<file path="src/rtl/tamp_pkg.sv">
package tamp_pkg;
  typedef enum logic [1:0] {CH_IDLE, CH_LAT, CH_HOLD} ch_state_e;

  localparam int LAT_TICKS    = 3;
  localparam int HOLD_TICKS   = 3;
  localparam int FILT_SAMPLES = 2;
  localparam int CNT_W  = $clog2((LAT_TICKS > HOLD_TICKS ? LAT_TICKS : HOLD_TICKS) + 1);
  localparam int FILT_W = $clog2(FILT_SAMPLES + 1);

  localparam int A_CTRL = 0;
  localparam int A_LVL  = 1;
  localparam int A_TS   = 2;
  localparam int A_POL  = 3;
  localparam int A_MASK = 4;
  localparam int A_NOER = 5;
  localparam int A_IE   = 6;
  localparam int A_STAT = 7;
  localparam int A_CLR  = 8;
  localparam int A_CMD  = 9;
  localparam int BKP_BASE = 16;

  localparam int INT_LSB     = 16;
  localparam int INT_NOER_BIT = 31;
endpackage

</file>
<file path="src/rtl/tamp_chan.sv">
module tamp_chan
  import tamp_pkg::*;
(
  input  logic clk_i,
  input  logic rst_n_i,
  input  logic pin_i,
  input  logic pre_tick_i,
  input  logic rtc_tick_i,
  input  logic en_i,
  input  logic lvl_i,
  input  logic ts_i,
  input  logic inv_i,
  input  logic mask_i,
  input  logic flag_i,
  output logic fire_o
);
  ch_state_e state_q, state_d;
  logic [CNT_W-1:0]  cnt_q, cnt_d;
  logic [FILT_W-1:0] fcnt_q, fcnt_d;
  logic act, prev_q, blanked, raw_det, det, immediate;

  assign act       = pin_i ^ inv_i;
  assign blanked   = (state_q != CH_IDLE) || flag_i;
  assign immediate = !lvl_i && !ts_i;
  assign raw_det   = lvl_i ? (pre_tick_i && act && (fcnt_q == FILT_W'(FILT_SAMPLES - 1)))
                           : (act && !prev_q);
  assign det       = en_i && !blanked && raw_det;

  // level filter: consecutive active samples on prescaler ticks
  always_comb begin
    fcnt_d = fcnt_q;
    if (!en_i || !lvl_i || blanked) begin
      fcnt_d = '0;
    end else if (pre_tick_i) begin
      if (!act)                                          fcnt_d = '0;
      else if (fcnt_q != FILT_W'(FILT_SAMPLES - 1))      fcnt_d = fcnt_q + 1'b1;
    end
  end

  always_comb begin
    state_d = state_q;
    cnt_d   = cnt_q;
    fire_o  = 1'b0;
    unique case (state_q)
      CH_IDLE: begin
        if (det) begin
          cnt_d = '0;
          if (immediate) begin
            fire_o = 1'b1;
            if (mask_i) state_d = CH_HOLD;
          end else begin
            state_d = CH_LAT;
          end
        end
      end
      CH_LAT: begin
        if (!en_i) begin
          state_d = CH_IDLE;
          cnt_d   = '0;
        end else if (pre_tick_i) begin
          if (cnt_q == CNT_W'(LAT_TICKS - 1)) begin
            fire_o  = 1'b1;
            cnt_d   = '0;
            state_d = mask_i ? CH_HOLD : CH_IDLE;
          end else begin
            cnt_d = cnt_q + 1'b1;
          end
        end
      end
      CH_HOLD: begin
        if (rtc_tick_i) begin
          if (cnt_q == CNT_W'(HOLD_TICKS - 1)) begin
            cnt_d   = '0;
            state_d = CH_IDLE;
          end else begin
            cnt_d = cnt_q + 1'b1;
          end
        end
      end
      default: begin
        state_d = CH_IDLE;
        cnt_d   = '0;
      end
    endcase
  end

  always_ff @(posedge clk_i or negedge rst_n_i) begin
    if (!rst_n_i) begin
      state_q <= CH_IDLE;
      cnt_q   <= '0;
      fcnt_q  <= '0;
      prev_q  <= 1'b0;
    end else begin
      state_q <= state_d;
      cnt_q   <= cnt_d;
      fcnt_q  <= fcnt_d;
      prev_q  <= act;
    end
  end

  a_r9_no_fire_while_flagged: assert property (@(posedge clk_i) disable iff (!rst_n_i)
    flag_i |-> !fire_o);
  a_r10_hold_is_quiet: assert property (@(posedge clk_i) disable iff (!rst_n_i)
    (state_q == CH_HOLD) |-> !fire_o);
  a_r7_latency_needs_tick: assert property (@(posedge clk_i) disable iff (!rst_n_i)
    (state_q == CH_LAT && !pre_tick_i) |-> !fire_o);
endmodule

</file>
<file path="src/rtl/tamp_regs.sv">
module tamp_regs
  import tamp_pkg::*;
#(
  parameter int N_PIN = 3,
  parameter int N_INT = 2,
  parameter int DW    = 32,
  parameter int AW    = 6
) (
  input  logic             clk_i,
  input  logic             rst_n_i,
  input  logic             unlock_i,
  input  logic             we_i,
  input  logic [AW-1:0]    addr_i,
  input  logic [DW-1:0]    wdata_i,
  input  logic [N_PIN-1:0] fire_i,
  input  logic [N_INT-1:0] int_evt_i,
  output logic [N_PIN-1:0] en_o,
  output logic [N_PIN-1:0] lvl_o,
  output logic [N_PIN-1:0] ts_o,
  output logic [N_PIN-1:0] inv_o,
  output logic [N_PIN-1:0] mask_o,
  output logic [N_PIN-1:0] flag_o,
  output logic             irq_o,
  output logic             erase_req_o,
  output logic             erase_o,
  output logic [DW-1:0]    rdata_o
);
  logic [N_PIN-1:0] en_q, lvl_q, ts_q, inv_q, mask_q, noer_q, ie_q, flag_q, clr_pin;
  logic [N_INT-1:0] int_en_q, int_ie_q, int_flag_q, int_fire, clr_int;
  logic             int_noer_q, erase_q, wr, sw_erase, pin_erase, int_erase;

  assign wr = we_i && unlock_i;

  function automatic logic hit(input logic [AW-1:0] a, input int off);
    return a == AW'(off);
  endfunction

  assign clr_pin  = (wr && hit(addr_i, A_CLR)) ? wdata_i[N_PIN-1:0] : '0;
  assign clr_int  = (wr && hit(addr_i, A_CLR)) ? wdata_i[INT_LSB +: N_INT] : '0;
  assign sw_erase = wr && hit(addr_i, A_CMD) && wdata_i[0];

  assign int_fire  = int_evt_i & int_en_q & ~int_flag_q;
  assign pin_erase = |(fire_i & ~mask_q & ~noer_q);
  assign int_erase = (|int_fire) && !int_noer_q;
  assign erase_req_o = sw_erase || pin_erase || int_erase;

  always_ff @(posedge clk_i or negedge rst_n_i) begin
    if (!rst_n_i) begin
      en_q <= '0; lvl_q <= '0; ts_q <= '0; inv_q <= '0;
      mask_q <= '0; noer_q <= '0; ie_q <= '0; flag_q <= '0;
      int_en_q <= '0; int_ie_q <= '0; int_flag_q <= '0;
      int_noer_q <= 1'b0; erase_q <= 1'b0;
    end else begin
      erase_q    <= erase_req_o;
      flag_q     <= (flag_q & ~clr_pin) | (fire_i & ~mask_q);
      int_flag_q <= (int_flag_q & ~clr_int) | int_fire;
      if (wr) begin
        if (hit(addr_i, A_CTRL)) begin
          en_q     <= wdata_i[N_PIN-1:0];
          int_en_q <= wdata_i[INT_LSB +: N_INT];
        end
        if (hit(addr_i, A_LVL))  lvl_q  <= wdata_i[N_PIN-1:0];
        if (hit(addr_i, A_TS))   ts_q   <= wdata_i[N_PIN-1:0];
        if (hit(addr_i, A_POL))  inv_q  <= wdata_i[N_PIN-1:0];
        if (hit(addr_i, A_MASK)) mask_q <= wdata_i[N_PIN-1:0];
        if (hit(addr_i, A_NOER)) begin
          noer_q     <= wdata_i[N_PIN-1:0];
          int_noer_q <= wdata_i[INT_NOER_BIT];
        end
        if (hit(addr_i, A_IE)) begin
          // masked pins keep their old interrupt enable
          ie_q     <= (wdata_i[N_PIN-1:0] & ~mask_q) | (ie_q & mask_q);
          int_ie_q <= wdata_i[INT_LSB +: N_INT];
        end
      end
    end
  end

  assign irq_o   = (|(ie_q & flag_q)) || (|(int_ie_q & int_flag_q));
  assign erase_o = erase_q;
  assign en_o    = en_q;
  assign lvl_o   = lvl_q;
  assign ts_o    = ts_q;
  assign inv_o   = inv_q;
  assign mask_o  = mask_q;
  assign flag_o  = flag_q;

  always_comb begin
    rdata_o = '0;
    if (hit(addr_i, A_CTRL)) begin
      rdata_o[N_PIN-1:0]       = en_q;
      rdata_o[INT_LSB +: N_INT] = int_en_q;
    end
    if (hit(addr_i, A_LVL))  rdata_o[N_PIN-1:0] = lvl_q;
    if (hit(addr_i, A_TS))   rdata_o[N_PIN-1:0] = ts_q;
    if (hit(addr_i, A_POL))  rdata_o[N_PIN-1:0] = inv_q;
    if (hit(addr_i, A_MASK)) rdata_o[N_PIN-1:0] = mask_q;
    if (hit(addr_i, A_NOER)) begin
      rdata_o[N_PIN-1:0]   = noer_q;
      rdata_o[INT_NOER_BIT] = int_noer_q;
    end
    if (hit(addr_i, A_IE)) begin
      rdata_o[N_PIN-1:0]       = ie_q;
      rdata_o[INT_LSB +: N_INT] = int_ie_q;
    end
    if (hit(addr_i, A_STAT)) begin
      rdata_o[N_PIN-1:0]       = flag_q;
      rdata_o[INT_LSB +: N_INT] = int_flag_q;
    end
  end

  a_r1_config_locked: assert property (@(posedge clk_i) disable iff (!rst_n_i)
    !unlock_i |=> ($stable(en_q) && $stable(mask_q) && $stable(ie_q) && $stable(noer_q)));
  a_r12_ie_rejected: assert property (@(posedge clk_i) disable iff (!rst_n_i)
    (we_i && unlock_i && hit(addr_i, A_IE)) |=> ((ie_q & ~$past(ie_q) & $past(mask_q)) == '0));
  a_r3_erase_follows_fire: assert property (@(posedge clk_i) disable iff (!rst_n_i)
    (|(fire_i & ~mask_q & ~noer_q)) |=> erase_o);
endmodule

</file>
<file path="src/rtl/tamp_bkp.sv">
module tamp_bkp #(
  parameter int NB = 8,
  parameter int DW = 32,
  localparam int IW = (NB > 1) ? $clog2(NB) : 1
) (
  input  logic          clk_i,
  input  logic          pd_rst_n_i,
  input  logic          unlock_i,
  input  logic          we_i,
  input  logic [IW-1:0] idx_i,
  input  logic [DW-1:0] wdata_i,
  input  logic          erase_i,
  output logic [DW-1:0] rdata_o
);
  logic [NB-1:0][DW-1:0] mem_q;

  always_ff @(posedge clk_i or negedge pd_rst_n_i) begin
    if (!pd_rst_n_i) begin
      mem_q <= '0;
    end else if (erase_i) begin
      mem_q <= '0;
    end else if (we_i && unlock_i) begin
      mem_q[idx_i] <= wdata_i;
    end
  end

  assign rdata_o = mem_q[idx_i];

  a_r1_bkp_locked: assert property (@(posedge clk_i) disable iff (!pd_rst_n_i)
    (!unlock_i && !erase_i) |=> $stable(mem_q));
endmodule

</file>
<file path="src/rtl/tamp_ctrl.sv">
module tamp_ctrl
  import tamp_pkg::*;
#(
  parameter int N_PIN = 3,
  parameter int N_INT = 2,
  parameter int N_BKP = 8,
  parameter int DW    = 32,
  parameter int AW    = 6
) (
  input  logic             clk_i,
  input  logic             rst_n_i,
  input  logic             pd_rst_n_i,
  input  logic             wr_unlock_i,
  input  logic             reg_we_i,
  input  logic [AW-1:0]    reg_addr_i,
  input  logic [DW-1:0]    reg_wdata_i,
  output logic [DW-1:0]    reg_rdata_o,
  input  logic             pre_tick_i,
  input  logic             rtc_tick_i,
  input  logic [N_PIN-1:0] tamp_pin_i,
  input  logic [N_INT-1:0] int_evt_i,
  output logic             irq_o,
  output logic             erase_o,
  output logic [N_PIN-1:0] lptim_trig_o
);
  localparam int IW = (N_BKP > 1) ? $clog2(N_BKP) : 1;

  logic [N_PIN-1:0] en, lvl, ts, inv, mask, flag, fire, trig_q;
  logic             erase_req, in_bkp;
  logic [DW-1:0]    regs_rd, bkp_rd;
  logic [IW-1:0]    bkp_idx;

  assign in_bkp  = (reg_addr_i >= AW'(BKP_BASE)) && (reg_addr_i < AW'(BKP_BASE + N_BKP));
  assign bkp_idx = IW'(reg_addr_i - AW'(BKP_BASE));

  tamp_regs #(.N_PIN(N_PIN), .N_INT(N_INT), .DW(DW), .AW(AW)) regs_i (
    .clk_i(clk_i), .rst_n_i(rst_n_i), .unlock_i(wr_unlock_i),
    .we_i(reg_we_i), .addr_i(reg_addr_i), .wdata_i(reg_wdata_i),
    .fire_i(fire), .int_evt_i(int_evt_i),
    .en_o(en), .lvl_o(lvl), .ts_o(ts), .inv_o(inv), .mask_o(mask), .flag_o(flag),
    .irq_o(irq_o), .erase_req_o(erase_req), .erase_o(erase_o), .rdata_o(regs_rd)
  );

  for (genvar g = 0; g < N_PIN; g++) begin : g_chan
    tamp_chan chan_i (
      .clk_i(clk_i), .rst_n_i(rst_n_i), .pin_i(tamp_pin_i[g]),
      .pre_tick_i(pre_tick_i), .rtc_tick_i(rtc_tick_i),
      .en_i(en[g]), .lvl_i(lvl[g]), .ts_i(ts[g]), .inv_i(inv[g]),
      .mask_i(mask[g]), .flag_i(flag[g]), .fire_o(fire[g])
    );
  end

  tamp_bkp #(.NB(N_BKP), .DW(DW)) bkp_i (
    .clk_i(clk_i), .pd_rst_n_i(pd_rst_n_i), .unlock_i(wr_unlock_i),
    .we_i(reg_we_i && in_bkp), .idx_i(bkp_idx), .wdata_i(reg_wdata_i),
    .erase_i(erase_req), .rdata_o(bkp_rd)
  );

  always_ff @(posedge clk_i or negedge rst_n_i) begin
    if (!rst_n_i) trig_q <= '0;
    else          trig_q <= fire & mask;
  end

  assign lptim_trig_o = trig_q;
  assign reg_rdata_o  = in_bkp ? bkp_rd : regs_rd;

  a_r10_trig_single_cycle: assert property (@(posedge clk_i) disable iff (!rst_n_i)
    (trig_q & $past(trig_q)) == '0);
  a_r10_trig_not_flagged: assert property (@(posedge clk_i) disable iff (!rst_n_i)
    (trig_q & $past(fire) & ~$past(mask)) == '0);
endmodule

</file>
<file path="config.mk">
export PLATFORM = sky130hd
export DESIGN_NAME = tamp_ctrl
export DESIGN_NICKNAME = d
export VERILOG_FILES = /design/src/rtl/tamp_pkg.sv /design/src/rtl/tamp_chan.sv /design/src/rtl/tamp_regs.sv /design/src/rtl/tamp_bkp.sv /design/src/rtl/tamp_ctrl.sv
export SDC_FILE = /design/constraint.sdc
export NUM_CORES = 1
export LEC_CHECK = 0
export ABC_AREA = 1
export BUFFER_PORTS_ARGS = -buffer_cell sky130_fd_sc_hd__buf_2
export CAP_MARGIN = 20
export CORE_UTILIZATION = 25
export CTS_CLUSTER_SIZE = 40
export DETAILED_ROUTE_END_ITERATION = 10
export SYNTH_ARGS = -nofsm -noshare
export SYNTH_HDL_FRONTEND = slang
export SYNTH_SLANG_ARGS = --single-unit
</file>
<file path="constraint.sdc">
create_clock -name clk_i -period 2.2 [get_ports clk_i]
set_input_delay 0.11 -clock clk_i [delete_from_list [all_inputs] [get_ports clk_i]]
set_output_delay 0.11 -clock clk_i [all_outputs]
set_load 0.02 [all_outputs]
</file>
Yosys cells after proc, flatten, opt, wreduce, memory -nomap -nowiden
Cells that the tools add are included.
- input bits: 50
- register bits after elaboration: 312
- output and inout bits: 37
- logic and storage cells: 301
- equality and inequality tests: 45
- bitwise logic cells: 22
- $lt $le $gt $ge: 4
- add/subtract/negate cells: 7
- reductions and logical operators: 86
- mux-type cells: 103
- operator list (cell ; number):
    $mux W256 ; 2
    $bwmux W256 ; 1
    $mux W2 ; 58
    $bmux W32 S3 ; 1
    $demux W32 S3 ; 1
    $mux W32 ; 3
    $pmux W2 S3 ; 6
    $logic_and A1 B1 Y1 ; 27
    $mux W3 ; 9
    $ne A3 B3 Y1 const B ; 9
    $eq A6 B3 Y1 const B ; 4
    $and A3 B3 Y3 ; 7
    $reduce_and A2 Y1 ; 10
    $mux W1 ; 19
    $ne A2 B1 Y1 const B ; 9
    $reduce_and A6 Y1 ; 3
    $logic_not A1 Y1 ; 16
    $reduce_bool A2 Y1 ; 7
    $add A2 B1 Y2 const B ; 6
    $eq A2 B1 Y1 const B ; 6
    $eq A2 B2 Y1 const B ; 6
    $eq A6 B2 Y1 const B ; 2
    $eq A6 B4 Y1 const B ; 2
    $logic_or A1 B1 Y1 ; 12
    20 further kinds ; 41

Depth between registers and ports, before layout
Gate-level depths: netlist (run 1).
- depth after elaboration: 13
- mapped depth: 11
- depth with buffers taken out: 11

Hierarchy
A second synthesis (run 1) with hierarchy kept.
- cell total of the unflattened synthesis: 2522
- area total of the unflattened synthesis: 17306.6 sq um
- modules (own cells, without submodules) (module ; sequential area each (sq um) ; cells each ; instances ; area an instance (sq um)):
    tamp_bkp ; 6406.1 ; 1916 ; 1 ; 13218.9
    tamp_regs ; 800.8 ; 244 ; 1 ; 1885.6
    tamp_chan ; 175.2 ; 81 ; 3 ; 536.8
    tamp_ctrl ; 75.1 ; 119 ; 1 ; 591.8

Worst setup path after synthesis (run 1)
No wires, ideal clock.
- path type: register to register
- from: register g_chan[0].chan_i.state_q[0]
- to: register bkp_i.mem_q[0] (netlist name)
- data required time: 2.075 ns
- cell stages (with the launch flop): 12
- setup slack: 0.399 ns
- arrival time: 1.677 ns
- buffers on the path: 2
- setup time: 0.125 ns
- period minus slack after synthesis: 1.801 ns
- cells stage by stage: dfrtp_1 -> inv_1 -> ha_1 -> nand2_1 -> nor2_1 -> nand4_1 -> nand2_1 -> nand2_1 -> nor2_4 -> buf_12 -> buf_12 -> nor3_2
- cells in the longest elaborated chain, start to end: 13
- elaborated cells between the ends (all ways): 16
- classes of those cells: eq/ne (1); mux (3); bitwise (2); reduce/logical (10)
- ends and longest elaborated chain (element ; RTL line ; text):
    start: declaration ; tamp_chan.sv:17 ; ch_state_e state_q, state_d;
    start signal: assignment ; tamp_chan.sv:94 ; state_q <= state_d;
    $reduce_bool A2 Y1 ; tamp_chan.sv:23 ; assign blanked = (state_q != CH_IDLE) || flag_i;
    $logic_or A1 B1 Y1 ; tamp_chan.sv:23 ;
    $logic_not A1 Y1 ; tamp_chan.sv:27 ; assign det = en_i && !blanked && raw_det;
    $logic_and A1 B1 Y1 (2 in a row) ; tamp_chan.sv:27 ;
    $mux W1 ; tamp_chan.sv:46 ; if (det) begin
    $pmux W1 S2 * ; tamp_chan.sv:44 ; unique case (state_q)
    $and A3 B3 Y3 * (2 in a row) ; tamp_regs.sv:43 ; assign pin_erase = |(fire_i & ~mask_q & ~noer_q);
    $reduce_or A3 Y1 * ; tamp_regs.sv:43 ;
    $logic_or A1 B1 Y1 * (2 in a row) ; tamp_regs.sv:45 ; assign erase_req_o = sw_erase || pin_erase || int_erase;
    $mux W256 / $reduce_bool A2 Y1 (equally long branches) ; n/a ;
    end signal: indexed assignment ; tamp_bkp.sv:23 ; mem_q[idx_i] <= wdata_i;
    end: declaration ; tamp_bkp.sv:15 ; logic [NB-1:0][DW-1:0] mem_q;
Mark *: on every way between the ends. The rest lies on a longest branch, timed or not.
A chain may end at the register's enable or synchronous reset.

Worst setup path in the final report (run 1)
- from: register g_chan[0].chan_i.state_q[0]
- to: register bkp_i.mem_q[215] (netlist name)
Same word-level chain as after synthesis.

==> flow_metrics.env, run 1 <==
export IMPL_crit_chain="inv_1 -> ha_4 -> nand2_1 -> nor2_2 -> nand4_1 -> nand2_1 -> nand2_1 -> nor2_4 -> buf_12 -> buf_12 -> clkbuf_16 -> nor3_2"
export IMPL_power_switching_fraction=0.298
export IMPL_clkTransAtPathRegs_ps=60
export IMPL_dpl_hpwl_um=32000
export IMPL_clock_fmax_ghz=0.467
export IMPL_mostFrequentLayoutCell="sky130_fd_sc_hd__nand2_1"
export IMPL_cell_family_with_most_cp_delay="simple AND/OR/NAND/NOR gates"
export IMPL_layout_min_cycle_time_ps=2140
export IMPL_place_ws_ps=66.2
export IMPL_final_min_period_over_clock_period=0.973
export IMPL_number_of_placement_rows=99
export IMPL_synth_async_reset_ratio=1.00
export IMPL_finalNetCount=2326
export IMPL_drt_iter0_drc=1107
export IMPL_n_fill_cell=7671
export IMPL_die_outline_width_um=273
export IMPL_vdd_ir_max_v=0.000490
export IMPL_cts_tree="built"
export IMPL_track_usage=0.138
export IMPL_worstSkewPairLatency_ps=550
export IMPL_grt_pass1_vias=14300
export IMPL_pwr_share_seq=0.415
export IMPL_wire_per_inst_um=16.1
export IMPL_ys_seq_area_frac=0.424
export IMPL_numCtsBuffers=37
export IMPL_synthesis_yosys_warnings=0
export IMPL_layout_setup_ws_ps=59.2
export IMPL_n_antenna_cell=0
export IMPL_power_share_clock=0.386
export IMPL_postSynthAreaPerCell_um2=8.49
export IMPL_cts_sink_count=312
export IMPL_setup_viol=0
export IMPL_antenna_found_initial=1
export IMPL_cp_data_arrival_time_ps=2560
export IMPL_cellPowerDensity_nw_per_um2=747
export IMPL_gr_total_overflow=0
export IMPL_cap_violations=0
export IMPL_critPathMostFrequentCell="sky130_fd_sc_hd__nand2_1"
export IMPL_drt_first_pass_iters=5
export IMPL_run_status="completed"
export IMPL_endpoint_kind="flop"
export IMPL_clock_skew_final_ps=24.7
export IMPL_startpoint_type="flop"
export IMPL_clockBufferDepth=3
export IMPL_finalMaxSlewViolations=0
export IMPL_initial_utilization=0.253
export IMPL_finalWeightedCongestion=0.846
export IMPL_ant_nets=0
export IMPL_postSynthCellCount=2170
export IMPL_synthesis_area_um2=18400
export IMPL_finalWirelength_um=52200
export IMPL_hold_class="input pin to asynchronous set/reset pin"
export IMPL_routed_via_count=14700
export IMPL_post_layout_total_power_w=0.0161
export IMPL_grt_setup_unrepaired="yes"
export IMPL_cpMaxStageDelayCell="sky130_fd_sc_hd__dfrtp_1"
export IMPL_leakage_nw=8.82
export IMPL_dieHeight_um=273
export IMPL_tightest_slew_ps=641
export IMPL_hold_viol_final=0
export IMPL_synth_ff_latch_count=312
export IMPL_worstPathRequired_ps=2620
export IMPL_i_o_pin_total=87
export IMPL_fraction_of_layout_cells_with_a_size_suffix_above_1=0.236
export IMPL_place_port_buffers=86
export IMPL_crit_path_max_fanout=16
export IMPL_design_internal_power_w=0.0113
export IMPL_worst_slew_margin_rel=0.573
export IMPL_grt_pass1_wl_um=82200
export IMPL_dominantRegCellSynth="sky130_fd_sc_hd__dfrtp_1"
export IMPL_switchingPower_w=0.00481
export IMPL_most_used_cells_in_the_layout_excluding_fill_and_tap_cells="sky130_fd_sc_hd__nand2_1, sky130_fd_sc_hd__inv_1, sky130_fd_sc_hd__dfrtp_1, sky130_fd_sc_hd__o21ai_1, sky130_fd_sc_hd__nor3_2"
export IMPL_root_buf_cell="sky130_fd_sc_hd__clkbuf_16"
export IMPL_cpPeakStageDelay_ps=400
export IMPL_power_frac_comb=0.199
export IMPL_drt_drc_violations_left=0
export IMPL_criticalPathCategory="flop to flop"
export IMPL_area_growth_syn_to_layout_pct=17.1
export IMPL_synth_fp_nets=2232
export IMPL_htree_num_levels=2
export IMPL_core_area_um2=73000
export IMPL_synth_edff_count=0
export IMPL_fp_dieArea_um2=74800
export IMPL_ys_types=41
export IMPL_pin_count_of_the_biggest_net_entering_global_routing=65
export IMPL_cp_buffers_inverters=4
export IMPL_post_drt_via_cell_ratio=4.53
==> cell usage after synthesis, types with 2 or more instances <==
library cell / number / share of area
sky130_fd_sc_hd__dfrtp_1: 312 / 0.42
sky130_fd_sc_hd__nor2_2: 4 / 0.0014
sky130_fd_sc_hd__clkbuf_1: 40 / 0.0081
sky130_fd_sc_hd__ha_1: 12 / 0.0081
sky130_fd_sc_hd__nor2_4: 3 / 0.0018
sky130_fd_sc_hd__o21a_1: 25 / 0.010
sky130_fd_sc_hd__buf_12: 22 / 0.024
sky130_fd_sc_hd__o21ai_0: 36 / 0.0098
sky130_fd_sc_hd__inv_2: 9 / 0.0018
sky130_fd_sc_hd__a22oi_1: 11 / 0.0045
sky130_fd_sc_hd__buf_6: 40 / 0.024
sky130_fd_sc_hd__a21oi_1: 9 / 0.0024
sky130_fd_sc_hd__o21ai_1: 298 / 0.081
sky130_fd_sc_hd__o22ai_1: 104 / 0.035
sky130_fd_sc_hd__inv_1: 346 / 0.070
sky130_fd_sc_hd__a31oi_1: 3 / 0.0010
sky130_fd_sc_hd__nand2_1: 421 / 0.086
sky130_fd_sc_hd__nor3_1: 5 / 0.0014
sky130_fd_sc_hd__nand4_1: 17 / 0.0058
sky130_fd_sc_hd__nand3_1: 31 / 0.0084
sky130_fd_sc_hd__a221oi_1: 2 / 0.00095
sky130_fd_sc_hd__nand2_2: 3 / 0.0010
sky130_fd_sc_hd__a211oi_1: 2 / 0.00081
sky130_fd_sc_hd__nor3_2: 258 / 0.14
sky130_fd_sc_hd__nand3_4: 9 / 0.0086
sky130_fd_sc_hd__buf_4: 17 / 0.0069
sky130_fd_sc_hd__buf_2: 25 / 0.0068
sky130_fd_sc_hd__o211ai_1: 3 / 0.0012
sky130_fd_sc_hd__nor2_1: 91 / 0.019
==> flip-flops by register name, summed over array words and instances, names as in the netlist, 3 cells and up, named ones only <==
| register | count |
|---|---|
| g_chan.chan_i.state_q | 6 |
| g_chan.chan_i.prev_q | 3 |
| regs_i.ts_o | 3 |
| bkp_i.mem_q | 256 |
| regs_i.flag_o | 3 |
| lptim_trig_o | 3 |
| g_chan.chan_i.cnt_q | 6 |
| g_chan.chan_i.fcnt_q | 6 |
| regs_i.lvl_o | 3 |
| regs_i.noer_q | 3 |
| regs_i.en_o | 3 |
| regs_i.inv_o | 3 |
| regs_i.mask_o | 3 |
==> through the flow <==
stage | hold slack [ps] | utilization | instances | cell area (µm²) | TNS [ps]
2_1_floorplan | -186 | - | 2170 | 18400 | 0
3_3_place_gp | 34.6 | 0.272 | 3150 | 19800 | 0
3_5_place_dp | 39.9 | 0.272 | 3150 | 19800 | 0
4_1_cts | 37.1 | 0.290 | 3223 | 21200 | 0
5_1_grt | 77.2 | 0.296 | 3247 | 21600 | -3360
6_report | 59.3 | 0.296 | 3247 | 21600 | 0
==> power by group through the flow <==
stage / combinational [W] / clock (W) / sequential (W)
floorplan: 0.00226 / 0 / 0.00668
global placement: 0.00303 / 0 / 0.00676
detailed placement: 0.00308 / 0 / 0.00677
CTS: 0.00310 / 0.00635 / 0.00668
global route: 0.00364 / 0.00657 / 0.00676
finish: 0.00321 / 0.00622 / 0.00669
==> kinds of logic after synthesis <==
group / Yosys count / share of synthesized area
AO/OA/AOI/OAI: 498 / 0.150
adder cells (fa/ha/maj): 12 / 0.00815
buffers and inverters: 500 / 0.143
flip-flops: 312 / 0.424
AND/OR/NAND/NOR: 848 / 0.276
==> worst paths after layout <==
check	startpoint	end	slack, ps	cells past startpoint
setup / recovery	g_chan[0].chan_i.state_q[0]	bkp_i.mem_q[215]	60	12
hold / removal	pd_rst_n_i	bkp_i.mem_q[28]	60	2
setup reg to reg	g_chan[0].chan_i.state_q[0]	bkp_i.mem_q[215]	60	12
hold reg to reg	g_chan[0].chan_i.cnt_q[1]	g_chan[0].chan_i.cnt_q[1]	500	2
max in group asynchronous	pd_rst_n_i	bkp_i.mem_q[115]	1390	3
min in group clk_i	reg_wdata_i[31]	regs_i.int_noer_q	70	3
==> timing repair <==
item / 4_1_cts / 5_1_grt
buffers inserted: 0 / 16
endpoints found under the hold margin: 290 / 0
setup endpoints to repair: 0 / 232
hold buffers: 10 / 0
gates resized for setup: 0 / 12
==> metal layers <==
layer	GRT usage	vias to the layer above	wire, µm
li1	-	7299	-
met1	0.192	7045	24900
met2	0.222	292	24000
met3	0.0209	72	2250
met4	0.0320	2	970
met5	0	-	9
==> area by class of cell <==
type | count | area, µm² | share of cell area
Clock buffer | 61 | 1210 | 0.0560
Multi-Input combinational cell | 1358 | 8020 | 0.372
Timing Repair Buffer | 200 | 1990 | 0.0922
Tap cell | 959 | 1200 | 0.0556
Inverter | 355 | 1330 | 0.0618
Clock inverter | 2 | 13.8 | 0.000638
Sequential cell | 312 | 7810 | 0.362
Power figures use the tool's default switching activity.
==> inputs of run 2 (changes only) <==
- clock period: 2.2 -> 2.4 ns (I/O delays scaled with it)
==> flow_metrics.env, run 2 (synthesized netlist as in run 1, its figures left out) <==
export IMPL_fp_dieArea_um2=74800
export IMPL_finalWeightedCongestion=0.840
export IMPL_cp_data_arrival_time_ps=2150
export IMPL_n_fill_cell=7656
export IMPL_tightest_slew_ps=852
export IMPL_cts_tree="built"
export IMPL_drt_first_pass_iters=5
export IMPL_routed_via_count=14400
export IMPL_ant_nets=0
export IMPL_dieHeight_um=273
export IMPL_clockBufferDepth=3
export IMPL_i_o_pin_total=87
export IMPL_cellPowerDensity_nw_per_um2=706
export IMPL_layout_min_cycle_time_ps=2270
export IMPL_setup_viol=0
export IMPL_clock_fmax_ghz=0.441
export IMPL_placement_cell_area_um2=19700
export IMPL_n_antenna_cell=0
export IMPL_core_area_um2=73000
export IMPL_vdd_ir_max_v=0.000537
export IMPL_mostFrequentLayoutCell="sky130_fd_sc_hd__nand2_1"
export IMPL_clock_skew_final_ps=21.6
export IMPL_layout_setup_ws_ps=134
export IMPL_area_growth_syn_to_layout_pct=14.7
export IMPL_place_port_buffers=86
export IMPL_die_outline_width_um=273
export IMPL_most_used_cells_in_the_layout_excluding_fill_and_tap_cells="sky130_fd_sc_hd__nand2_1, sky130_fd_sc_hd__inv_1, sky130_fd_sc_hd__dfrtp_1, sky130_fd_sc_hd__o21ai_1, sky130_fd_sc_hd__nor3_2"
export IMPL_grt_setup_unrepaired="no"
export IMPL_numCtsBuffers=39
export IMPL_initial_utilization=0.253
export IMPL_non_filler_cells_final=3214
export IMPL_wire_per_inst_um=15.7
export IMPL_leakage_nw=8.59
export IMPL_post_drt_via_cell_ratio=4.48
export IMPL_worstPathRequired_ps=2280
export IMPL_run_status="completed"
export IMPL_criticalPathCategory="flop to primary output"
export IMPL_cap_violations=0
export IMPL_track_usage=0.137
export IMPL_place_ws_ps=283
export IMPL_largest_register_ff_count=256
export IMPL_grt_util_met1=0.190
export IMPL_crit_path_max_fanout=2
export IMPL_number_of_placement_rows=99
export IMPL_multi_input_comb_area_um2=8000
export IMPL_hold_class="input pin to flop"
export IMPL_finalWirelength_um=50400
export IMPL_final_min_period_over_clock_period=0.944
export IMPL_drt_iter0_drc=1044
export IMPL_finalNetCount=2289
export IMPL_cts_resized=0
export IMPL_hold_viol_final=0
export IMPL_finalSetupTns_ps=0
export IMPL_finalMaxSlewViolations=0
export IMPL_root_buf_cell="sky130_fd_sc_hd__clkbuf_16"
export IMPL_busiest_layer="met2"
export IMPL_endpoint_kind="primary output"
export IMPL_cts_sink_count=312
export IMPL_antenna_found_initial=2
export IMPL_startpoint_type="flop"
export IMPL_gr_total_overflow=0
export IMPL_grt_pass1_vias=14100
export IMPL_worst_slew_margin_rel=0.432
export IMPL_register_name_with_the_most_flops="bkp_i.mem_q"
export IMPL_drt_drc_violations_left=0
export IMPL_grt_pass1_wl_um=81700
export IMPL_worstSkewPairLatency_ps=570
export IMPL_groute_layer_met3_usage=0.0226
export IMPL_fraction_of_layout_cells_with_a_size_suffix_above_1=0.224
export IMPL_dpl_cell_count=3135
export IMPL_dpl_hpwl_um=30400
export IMPL_area_sequential_um2=7810
export IMPL_final_cell_area_um2=21100
export IMPL_pin_count_of_the_biggest_net_entering_global_routing=65
export IMPL_grt_util_met2=0.222
export IMPL_htree_num_levels=2
export IMPL_clkTransAtPathRegs_ps=60
==> run 2: cell count changes in the layout (fill, tap and decap cells not counted), sizes merged <==
cell      before  now
buf          182  151
clkbuf        69   51
clkinv         1   12
bufinv         0    3
clkinvlp       0    1
inv          356  357
==> run 2: timing repair <==
item                                    4_1_cts  5_1_grt
hold buffers                                 10        0
endpoints found under the setup margin        0        0
hold endpoints to repair                    279        0
buffers inserted                              0        0
==> run 2: power by group <==
group | internal [W] | switching (W)
Sequential | 0.00578 | 0.000340
Combinational | 0.00108 | 0.00173
Clock | 0.00355 | 0.00244
==> run 2: through the flow <==
stage / utilization / power [W] / hold slack, ps
after floorplan: - / 0.00820 / -176
after global placement: 0.270 / 0.00897 / 96.1
after detailed placement: 0.270 / 0.00901 / 95.2
after CTS: 0.290 / 0.0151 / 38.5
after global routing: 0.290 / 0.0158 / 74.5
final: 0.290 / 0.0149 / 60.2
==> run 2: metal layers <==
layer | wire (µm) | vias up
met5 | 0 | -
met4 | 872 | 0
met3 | 2390 | 64
met2 | 23200 | 305
met1 | 23900 | 6802
li1 | - | 7223
==> run 2: final cells by class <==
class / count / area share
flip-flops and latches: 312 / 0.369
clock buffers: 51 / 0.0516
multi-input cells: 1358 / 0.379
well taps: 959 / 0.0568
repair buffers: 161 / 0.0706
inverters: 355 / 0.0631
clock inverters: 18 / 0.00989
==> run 2: final timing paths <==
check | start | end | slack (ps) | cells past startpoint
worst max register to register | g_chan[0].chan_i.state_q[1] | bkp_i.mem_q[143] | 250 | 11
worst min register to register | g_chan[0].chan_i.cnt_q[1] | g_chan[0].chan_i.cnt_q[1] | 510 | 2
worst max-delay path | bkp_i.mem_q[16] | reg_rdata_o[16] | 130 | 5
max in group asynchronous | pd_rst_n_i | bkp_i.mem_q[31] | 1590 | 3
worst min-delay path | reg_wdata_i[31] | regs_i.int_noer_q | 60 | 3
min in group asynchronous | pd_rst_n_i | bkp_i.mem_q[124] | 80 | 2
==> run 2: worst max-delay path: stages (launching register included) <==
cell	delay (ps)
sky130_fd_sc_hd__dfrtp_1	370
sky130_fd_sc_hd__a22oi_1	210
sky130_fd_sc_hd__a31oi_1	100
sky130_fd_sc_hd__o21ai_0	500
sky130_fd_sc_hd__nand2_1	190
sky130_fd_sc_hd__buf_2	210
